$ cat src/rtl/swbank_pkg.sv
// Package: shared sizes, register codes and the per-channel config type
// of the switch control register bank. All modules import it.
package swbank_pkg;
    localparam int FRAME_W = 16;              // bits per SPI frame
    localparam int NCH     = 4;               // switch channels
    localparam int SEL_W   = $clog2(NCH);     // channel select width
    localparam int CODE_W  = 3;               // register code width
    localparam int NIB_W   = 4;               // readback data width
    localparam int ADDR_W  = SEL_W + CODE_W;  // full address width
    localparam int ADDR_LO = FRAME_W - 1 - ADDR_W; // lowest address bit in a frame

    // Register codes (low three address bits)
    typedef enum logic [CODE_W-1:0] {
        RC_FAULT = 3'd0,   // per channel fault nibble, read only
        RC_CHSET = 3'd1,   // switch-on bits / sense enables
        RC_OCUR  = 3'd2,   // per channel overcurrent settings
        RC_DIAG  = 3'd3,   // per channel diagnostic settings
        RC_DRIVE = 3'd4,   // per channel drive settings
        RC_GLOB  = 3'd5,   // supply disables / watchdog period
        RC_PINS  = 3'd6,   // strap, wake and direct pin status, read only
        RC_NONE  = 3'd7    // reads zero
    } regcode_e;

    // Per-channel configuration; nibble bit order is what reads back
    typedef struct packed {
        logic [NIB_W-1:0] ocur;   // {ocur_hi_sel, ocur_lo_lvl[2:0]}
        logic [NIB_W-1:0] diag;   // {oload_dis, oclo_dis, oc_timer[1:0]}
        logic [NIB_W-1:0] drive;  // {fast_slew, hi_sense_rng, din_dis, and_or}
    } chcfg_t;
endpackage

$ cat src/rtl/swbank_shifter.sv
// swbank_shifter: oversampled SPI slave frame engine.
// Assumes SCLK, CS_n and MOSI are synchronous to clk and each SCLK
// phase lasts at least two clk cycles. Loads resp_i at CS_n fall,
// shifts MSB first, and pulses commit_o when CS_n rises after exactly
// FRAME_W SCLK rising edges.
module swbank_shifter
    import swbank_pkg::*;
(
    input  logic              clk,
    input  logic              rst_n,
    input  logic              sclk_i,
    input  logic              cs_n_i,
    input  logic              mosi_i,
    input  logic [FRAME_W-1:0] resp_i,
    output logic              miso_o,
    output logic              oe_o,
    output logic              commit_o,
    output logic              wd_o,
    output logic [ADDR_W-1:0] addr_o,
    output logic [NIB_W-1:0]  data_o
);
    localparam int CNT_W = $clog2(FRAME_W + 2);
    localparam logic [CNT_W-1:0] CNT_MAX  = CNT_W'(FRAME_W + 1);
    localparam logic [CNT_W-1:0] CNT_FULL = CNT_W'(FRAME_W);

    logic               cs_q, sclk_q;
    logic [FRAME_W-1:0] rx_q, tx_q;
    logic [CNT_W-1:0]   cnt_q;
    logic               cs_fall, cs_rise, sclk_rise, sclk_fall;

    // Edge detection against the previous samples
    assign cs_fall   = cs_q & ~cs_n_i;
    assign cs_rise   = ~cs_q & cs_n_i;
    assign sclk_rise = ~cs_n_i & sclk_i & ~sclk_q;
    assign sclk_fall = ~cs_n_i & ~sclk_i & sclk_q;

    // Pin history, shift registers and the saturating edge counter
    always_ff @(posedge clk) begin
        if (!rst_n) begin
            cs_q   <= 1'b1;
            sclk_q <= 1'b0;
            rx_q   <= '0;
            tx_q   <= '0;
            cnt_q  <= '0;
        end else begin
            cs_q   <= cs_n_i;
            sclk_q <= sclk_i;
            if (cs_fall) begin
                tx_q  <= resp_i;
                cnt_q <= '0;
            end else begin
                if (sclk_rise) begin
                    rx_q <= {rx_q[FRAME_W-2:0], mosi_i};
                    if (cnt_q != CNT_MAX) cnt_q <= cnt_q + 1'b1;
                end
                if (sclk_fall) tx_q <= {tx_q[FRAME_W-2:0], 1'b0};
            end
        end
    end

    // Outputs: serial bit, pad enable and the decoded frame fields
    assign miso_o   = tx_q[FRAME_W-1];
    assign oe_o     = ~cs_n_i;
    assign commit_o = cs_rise & (cnt_q == CNT_FULL);
    assign wd_o     = rx_q[FRAME_W-1];
    assign addr_o   = rx_q[FRAME_W-2 -: ADDR_W];
    assign data_o   = rx_q[NIB_W-1:0];

    // the response is captured at the CS_n falling edge
    a_r11_load_at_cs_fall: assert property (@(posedge clk) disable iff (!rst_n)
        (cs_q && !cs_n_i) |=> (tx_q == $past(resp_i)));
    // the outgoing word only moves on an SCLK fall or a new load
    a_r11_tx_hold: assert property (@(posedge clk) disable iff (!rst_n)
        (!(cs_q && !cs_n_i) && !(sclk_q && !sclk_i)) |=> $stable(tx_q));
    // an accepted frame yields a single commit pulse
    a_r3_single_commit: assert property (@(posedge clk) disable iff (!rst_n)
        commit_o |=> !commit_o);
endmodule

$ cat src/rtl/swbank_regs.sv
// swbank_regs: configuration registers and the readback data mux.
// Assumes commit_i is a single-cycle pulse. Writes decode sel and code
// from addr_i; reads decode rd_addr_i (the previous address).
module swbank_regs
    import swbank_pkg::*;
(
    input  logic                       clk,
    input  logic                       rst_n,
    input  logic                       commit_i,
    input  logic [ADDR_W-1:0]          addr_i,
    input  logic [NIB_W-1:0]           data_i,
    input  logic [ADDR_W-1:0]          rd_addr_i,
    input  logic [NCH-1:0][NIB_W-1:0]  flt_i,
    input  logic                       wd_timeout_i,
    input  logic                       wd_en_i,
    input  logic                       strap_ch2_i,
    input  logic                       strap_ch0_i,
    input  logic                       wake_i,
    input  logic [NCH-1:0]             din_i,
    output logic [NCH-1:0]             on_o,
    output logic [NCH-1:0]             sen_o,
    output chcfg_t [NCH-1:0]           cfg_o,
    output logic [1:0]                 uvov_o,
    output logic [1:0]                 wdper_o,
    output logic [NCH-1:0]             on_set_o,
    output logic [NIB_W-1:0]           rd_data_o
);
    logic [SEL_W-1:0] wsel, rsel;
    regcode_e         wcode, rcode;
    logic [NCH-1:0]   on_q, sen_q;
    chcfg_t [NCH-1:0] cfg_q;
    logic [1:0]       uvov_q, wdper_q;

    assign wsel  = addr_i[ADDR_W-1 -: SEL_W];
    assign wcode = regcode_e'(addr_i[CODE_W-1:0]);
    assign rsel  = rd_addr_i[ADDR_W-1 -: SEL_W];
    assign rcode = regcode_e'(rd_addr_i[CODE_W-1:0]);

    // Register writes on an accepted frame
    always_ff @(posedge clk) begin
        if (!rst_n) begin
            on_q    <= '0;
            sen_q   <= '0;
            cfg_q   <= '0;
            uvov_q  <= '0;
            wdper_q <= '0;
        end else if (commit_i) begin
            case (wcode)
                RC_CHSET: if (wsel[0]) sen_q <= data_i; else on_q <= data_i;
                RC_OCUR:  cfg_q[wsel].ocur  <= data_i;
                RC_DIAG:  cfg_q[wsel].diag  <= data_i;
                RC_DRIVE: cfg_q[wsel].drive <= data_i;
                RC_GLOB:  if (wsel[0]) wdper_q <= data_i[1:0]; else uvov_q <= data_i[1:0];
                default:  ;
            endcase
        end
    end

    // Switch-on request pulses used to clear latched faults
    always_comb begin
        on_set_o = '0;
        if (commit_i && wcode == RC_CHSET && !wsel[0]) on_set_o = data_i;
    end

    // Readback mux for the previous address
    always_comb begin
        case (rcode)
            RC_FAULT: rd_data_o = flt_i[rsel];
            RC_CHSET: rd_data_o = rsel[0] ? sen_q : on_q;
            RC_OCUR:  rd_data_o = cfg_q[rsel].ocur;
            RC_DIAG:  rd_data_o = cfg_q[rsel].diag;
            RC_DRIVE: rd_data_o = cfg_q[rsel].drive;
            RC_GLOB:  rd_data_o = rsel[0] ? {1'b0, wd_timeout_i, wdper_q} : {2'b00, uvov_q};
            RC_PINS:  rd_data_o = rsel[0] ? din_i : {strap_ch2_i, strap_ch0_i, wd_en_i, wake_i};
            default:  rd_data_o = '0;
        endcase
    end

    assign on_o    = on_q;
    assign sen_o   = sen_q;
    assign cfg_o   = cfg_q;
    assign uvov_o  = uvov_q;
    assign wdper_o = wdper_q;

    // read-only codes leave every register untouched
    a_r9_readonly_codes: assert property (@(posedge clk) disable iff (!rst_n)
        (commit_i && (wcode == RC_FAULT || wcode == RC_PINS || wcode == RC_NONE))
        |=> ($stable(on_q) && $stable(sen_q) && $stable(cfg_q) && $stable(uvov_q) && $stable(wdper_q)));
    // a sense-enable write keeps the switch-on bits
    a_r5_sense_keeps_on: assert property (@(posedge clk) disable iff (!rst_n)
        (commit_i && wcode == RC_CHSET && wsel[0]) |=> $stable(on_q));
    // without a commit no register changes
    a_r3_no_commit_no_write: assert property (@(posedge clk) disable iff (!rst_n)
        !commit_i |=> ($stable(on_q) && $stable(sen_q) && $stable(cfg_q)));
endmodule

$ cat src/rtl/swbank_faults.sv
// swbank_faults: per-channel sticky fault nibbles.
// Assumes flag and pin inputs are synchronous to clk. A channel clears
// on an SPI switch-on pulse or a rising edge of its direct pin; a flag
// that is high in the same cycle wins.
module swbank_faults
    import swbank_pkg::*;
(
    input  logic                      clk,
    input  logic                      rst_n,
    input  logic [NCH-1:0]            ot_i,
    input  logic [NCH-1:0]            oh_i,
    input  logic [NCH-1:0]            ol_i,
    input  logic [NCH-1:0]            op_i,
    input  logic [NCH-1:0]            on_set_i,
    input  logic [NCH-1:0]            din_i,
    output logic [NCH-1:0][NIB_W-1:0] flt_o
);
    logic [NCH-1:0] din_q;

    // Direct pin history for rising edge detection
    always_ff @(posedge clk) begin
        if (!rst_n) din_q <= '0;
        else        din_q <= din_i;
    end

    for (genvar ch = 0; ch < NCH; ch++) begin : g_ch
        logic [NIB_W-1:0] set_v, lat_q;
        logic             clr;

        assign set_v = {ot_i[ch], oh_i[ch], ol_i[ch], op_i[ch]};
        assign clr   = on_set_i[ch] | (din_i[ch] & ~din_q[ch]);

        // Sticky set, cleared by a switch-on request
        always_ff @(posedge clk) begin
            if (!rst_n) lat_q <= '0;
            else        lat_q <= (lat_q & ~{NIB_W{clr}}) | set_v;
        end
        assign flt_o[ch] = lat_q;

        // a raised flag is latched in the next cycle
        a_r10_flag_latches: assert property (@(posedge clk) disable iff (!rst_n)
            (set_v != '0) |=> ((lat_q & $past(set_v)) == $past(set_v)));
        // a latched bit only drops after a switch-on request
        a_r10_drop_needs_clear: assert property (@(posedge clk) disable iff (!rst_n)
            (($past(lat_q) & ~lat_q) != '0) |-> $past(clr));
    end
endmodule

$ cat src/rtl/swbank_top.sv
// swbank_top: switch control register bank with delayed readback.
// Holds the previous accepted address and watchdog toggle bit, and
// assembles the response word shifted out on the next frame.
module swbank_top
    import swbank_pkg::*;
(
    input  logic               clk,
    input  logic               rst_n,
    input  logic               spi_sclk_i,
    input  logic               spi_cs_n_i,
    input  logic               spi_mosi_i,
    output logic               spi_miso_o,
    output logic               spi_miso_oe_o,
    input  logic [NCH-1:0]     flt_otemp_i,
    input  logic [NCH-1:0]     flt_ochi_i,
    input  logic [NCH-1:0]     flt_oclo_i,
    input  logic [NCH-1:0]     flt_oload_i,
    input  logic [NCH-1:0]     din_i,
    input  logic               wake_i,
    input  logic               wd_timeout_i,
    input  logic               wd_en_i,
    input  logic               strap_ch2_i,
    input  logic               strap_ch0_i,
    input  logic               uv_flag_i,
    input  logic               ov_flag_i,
    output logic [NCH-1:0]     ch_on_o,
    output logic [NCH-1:0]     sense_en_o,
    output logic [NCH*NIB_W-1:0] ocur_cfg_o,
    output logic [NCH*NIB_W-1:0] diag_cfg_o,
    output logic [NCH*NIB_W-1:0] drive_cfg_o,
    output logic [1:0]         uvov_dis_o,
    output logic [1:0]         wd_period_o
);
    logic                      commit, wd_bit;
    logic [ADDR_W-1:0]         addr, prev_q;
    logic [NIB_W-1:0]          data, rd_data;
    logic                      wd_q;
    logic [FRAME_W-1:0]        resp;
    logic [NCH-1:0][NIB_W-1:0] flt;
    logic [NCH-1:0]            on_set, status;
    chcfg_t [NCH-1:0]          cfg;

    swbank_shifter u_shift (
        .clk(clk), .rst_n(rst_n), .sclk_i(spi_sclk_i), .cs_n_i(spi_cs_n_i),
        .mosi_i(spi_mosi_i), .resp_i(resp), .miso_o(spi_miso_o),
        .oe_o(spi_miso_oe_o), .commit_o(commit), .wd_o(wd_bit),
        .addr_o(addr), .data_o(data)
    );

    swbank_regs u_regs (
        .clk(clk), .rst_n(rst_n), .commit_i(commit), .addr_i(addr),
        .data_i(data), .rd_addr_i(prev_q), .flt_i(flt),
        .wd_timeout_i(wd_timeout_i), .wd_en_i(wd_en_i),
        .strap_ch2_i(strap_ch2_i), .strap_ch0_i(strap_ch0_i),
        .wake_i(wake_i), .din_i(din_i), .on_o(ch_on_o), .sen_o(sense_en_o),
        .cfg_o(cfg), .uvov_o(uvov_dis_o), .wdper_o(wd_period_o),
        .on_set_o(on_set), .rd_data_o(rd_data)
    );

    swbank_faults u_flt (
        .clk(clk), .rst_n(rst_n), .ot_i(flt_otemp_i), .oh_i(flt_ochi_i),
        .ol_i(flt_oclo_i), .op_i(flt_oload_i), .on_set_i(on_set),
        .din_i(din_i), .flt_o(flt)
    );

    // Previous address and toggle bit advance on an accepted frame
    always_ff @(posedge clk) begin
        if (!rst_n) begin
            prev_q <= '0;
            wd_q   <= 1'b0;
        end else if (commit) begin
            prev_q <= addr;
            wd_q   <= wd_bit;
        end
    end

    // Per channel summary status and flattened configuration outputs
    for (genvar ch = 0; ch < NCH; ch++) begin : g_out
        assign status[ch] = |flt[ch];
        assign ocur_cfg_o[ch*NIB_W +: NIB_W]  = cfg[ch].ocur;
        assign diag_cfg_o[ch*NIB_W +: NIB_W]  = cfg[ch].diag;
        assign drive_cfg_o[ch*NIB_W +: NIB_W] = cfg[ch].drive;
    end

    // Response word assembly
    assign resp = {wd_q, uv_flag_i, ov_flag_i, prev_q, status, rd_data};

    // the previous address holds between accepted frames
    a_r2_prev_holds: assert property (@(posedge clk) disable iff (!rst_n)
        !commit |=> $stable(prev_q));
    // an accepted frame's address becomes the previous address
    a_r2_prev_loads: assert property (@(posedge clk) disable iff (!rst_n)
        commit |=> (prev_q == $past(addr)));
endmodule

$ cat config.mk
export PLATFORM = sky130hd
export DESIGN_NAME = swbank_top
export DESIGN_NICKNAME = d
export VERILOG_FILES = /design/src/rtl/swbank_pkg.sv /design/src/rtl/swbank_shifter.sv /design/src/rtl/swbank_regs.sv /design/src/rtl/swbank_faults.sv /design/src/rtl/swbank_top.sv
export SDC_FILE = /design/constraint.sdc
export NUM_CORES = 1
export LEC_CHECK = 0
export ABC_AREA = 0
export BUFFER_PORTS_ARGS = -buffer_cell sky130_fd_sc_hd__buf_2
export CAP_MARGIN = 15
export CORE_ASPECT_RATIO = 0.6
export CORE_MARGIN = 5
export CORE_UTILIZATION = 41
export CTS_BUF_LIST = sky130_fd_sc_hd__clkbuf_8
export CTS_CLUSTER_DIAMETER = 100
export DETAILED_ROUTE_END_ITERATION = 16
export SLEW_MARGIN = 15
export SYNTH_ARGS = -nofsm -noshare
export SYNTH_HDL_FRONTEND = slang
export SYNTH_SLANG_ARGS = --single-unit
$ cat constraint.sdc
create_clock -name clk -period 2.1 [get_ports clk]
set_input_delay 0.42 -clock clk [delete_from_list [all_inputs] [get_ports clk]]
set_output_delay 0.42 -clock clk [all_outputs]
set_load 0.02 [all_outputs]
==> impl_metrics.ini <==
[status]
status = finished, final reports clean

[worst_setup_path]
startpoint_type = flip-flop
crit_fanout = 9
crit-reg2reg-launch = u_shift.cnt_q[2]$_SDFFE_PP0P_
critPathKind = reg -> reg
cp.arrival_ps = 2310
crit_start = u_shift.cnt_q[2]$_SDFFE_PP0P_
crit_required_ps = 2430
end_kind = flip-flop

[global_route]
grt_remaining_overflow = 0
grt_pass1_vias = 4913
antenna_found_initial = 1
grt_start_max_net_pins = 63
grt_pass1_wl_mm = 28.70
grt_usage = 0.2230

[floorplan]
dieArea_mm2 = 0.01678
design.core.area_mm2 = 0.01379
initial_utilization = 0.4228
die_h_um = 102.4
io-pin-count = 94
die_w_um = 164.0
num_rows = 33

[final_layout]
fillers = 1308
drive_gt1_frac = 0.2551
num_antenna_cells = 0
final_cell_area_mm2 = 0.007088
fin_nets = 752
final_cell_mix = dfxtp_1, buf_2, nand2_1
syn_to_final_growth_pct = 21.57
layout_commonest_cell = dfxtp_1

[clock_tree]
cts_sinks = 125
cts_buffer_depth = 2
cts_buffers = 17
htreeDepth = 4
cts_hold_buf = 0
root_buffer = clkbuf_8
insertion_delay_ps = 440
clk_pin_slew_worst_paths_ps = 70
cts_tree = built

[route]
first_iter_violations = 583
first_pass_iters = 5
routed_wl_mm = 18.30
drc_errors = 0
vias = 5190
wire_per_inst_um = 19.87
routed_via_density = 5.635
ant_nets = 0

[logic_synthesis]
syn_area_mm2 = 0.005831
avgSynthCellArea_um2 = 9.496
synth_top_area_frac = 0.4292
ys.flop_type = dfxtp_1
syn-num-nets = 649
synthCells = 614
yosysTopAreaCell = dfxtp_1
ys_ff_latch = 125
yosys_warnings = 0
synth_cell_type_count = 58
synthArstFlopShare = 0
synth-seq-area-share = 0.4292
synthTopCellsByArea = dfxtp_1, mux2i_1, nand2_1, a22o_1, mux4_2
synth-edff-count = 0

[timing]
fin_crit_ps = 1976
rsz0062_at_grt = false
setup_violations = 0
setup_slack_ps = 124.4
slew_headroom = 0.6149
skew_ps = 11.79
fin_tns_setup_ps = 0
post-route-period-util = 0.9408
hold_viol = 0
drv_slew = 0
worstMarginPinSlew_ps = 576.9
clock.fmax_mhz = 506.2

[power]
finalPower_mw = 5.228
p_leak_nw = 2.950
power_per_cell_area_mw_per_mm2 = 737.5
ir_drop_uv = 359.2

[min_path]
min_from = flt_ochi_i[0]
min_path_type = in -> reg

[place]
numPortBuffers = 93
dp_hpwl_mm = 13.48
gp_congestion = 0.9829
place_ws_ps = 28.73
post_dp_cell_area_mm2 = 0.006631

[job]
timing.max_cap.violations = 0
==> stage by stage <==
step                hold WS (ps)  std cells  utilization
floorplan                  431.0        614            -
global placement           438.3        890       0.4809
detailed placement         445.3        890       0.4809
CTS                        171.6        921       0.5137
global route               177.0        921       0.5140
finish                     199.5        921       0.5140
==> worst max-delay path, cell delays in order (launching register included) <==
cell,delay (ps)
dfxtp_1,350
or3b_1,630
nor4_4,580
mux2i_1,240
nor2b_1,60
==> cell families after synthesis <==
logic type / share of synthesized area
adders and majority gates: 0.006438
buffers and inverters: 0.04206
muxes: 0.1740
DFF: 0.4292
and+or+nand+nor: 0.2011
xor gates and xnor gates: 0.006010
AOI/OAI and AO/OA: 0.1412
==> final timing paths <==
path	to	slack, ps	cells past startpoint
max	flip-flop	120	4
min	u_flt.g_ch[0].lat_q[2]$_SDFF_PN0_	200	2
max reg2reg	flip-flop	120	4
min reg2reg	u_shift.tx_q[7]$_SDFFE_PN0P_	460	2
==> repair_timing <==
action,4_1_cts,5_1_grt
setup endpoints to repair,0,4
setup buffers,0,0
resized for setup,0,2
==> synthesized netlist by cell type, types with 9 or more instances <==
library cell and instances:
a21boi_1 18, a21oi_1 14, a22o_1 18, a311oi_1 10, and2_1 9, buf_2 10
clkbuf_1 32, dfxtp_1 125, inv_1 12, mux2i_1 80, nand2_1 88, nand2b_1 9
nand4_1 9, nor2_1 40, nor2b_1 24
==> cell type report <==
type                       count  area, um^2  share of cell area
inverter                      13       48.80            0.006884
multi-input combinational    430        3083              0.4350
sequential                   125        2507              0.3538
clock inverter                12       191.4             0.02701
clock buffer                  19       261.5             0.03689
timing repair buffer         130       755.7              0.1066
tap                          192       240.2             0.03389
==> where the power goes <==
| group | switching (mW) | total [mW] | internal (mW) |
|---|---|---|---|
| Combinational | 0.169 | 0.297 | 0.128 |
| Sequential | 0.0420 | 2.47 | 2.42 |
| Clock | 1.00 | 2.46 | 1.46 |
| Total | 1.21 | 5.23 | 4.02 |
==> routing by layer <==
| metal | part of all wire | global-route usage | wire, um |
|---|---|---|---|
| met5 | 0.00071 | 0 | 13 |
| met1 | 0.50 | 0.3361 | 9131 |
| met2 | 0.41 | 0.3165 | 7525 |
| met4 | 0.014 | 0.05412 | 248 |
| met3 | 0.075 | 0.05723 | 1378 |
(Power assumes the default switching activity.)
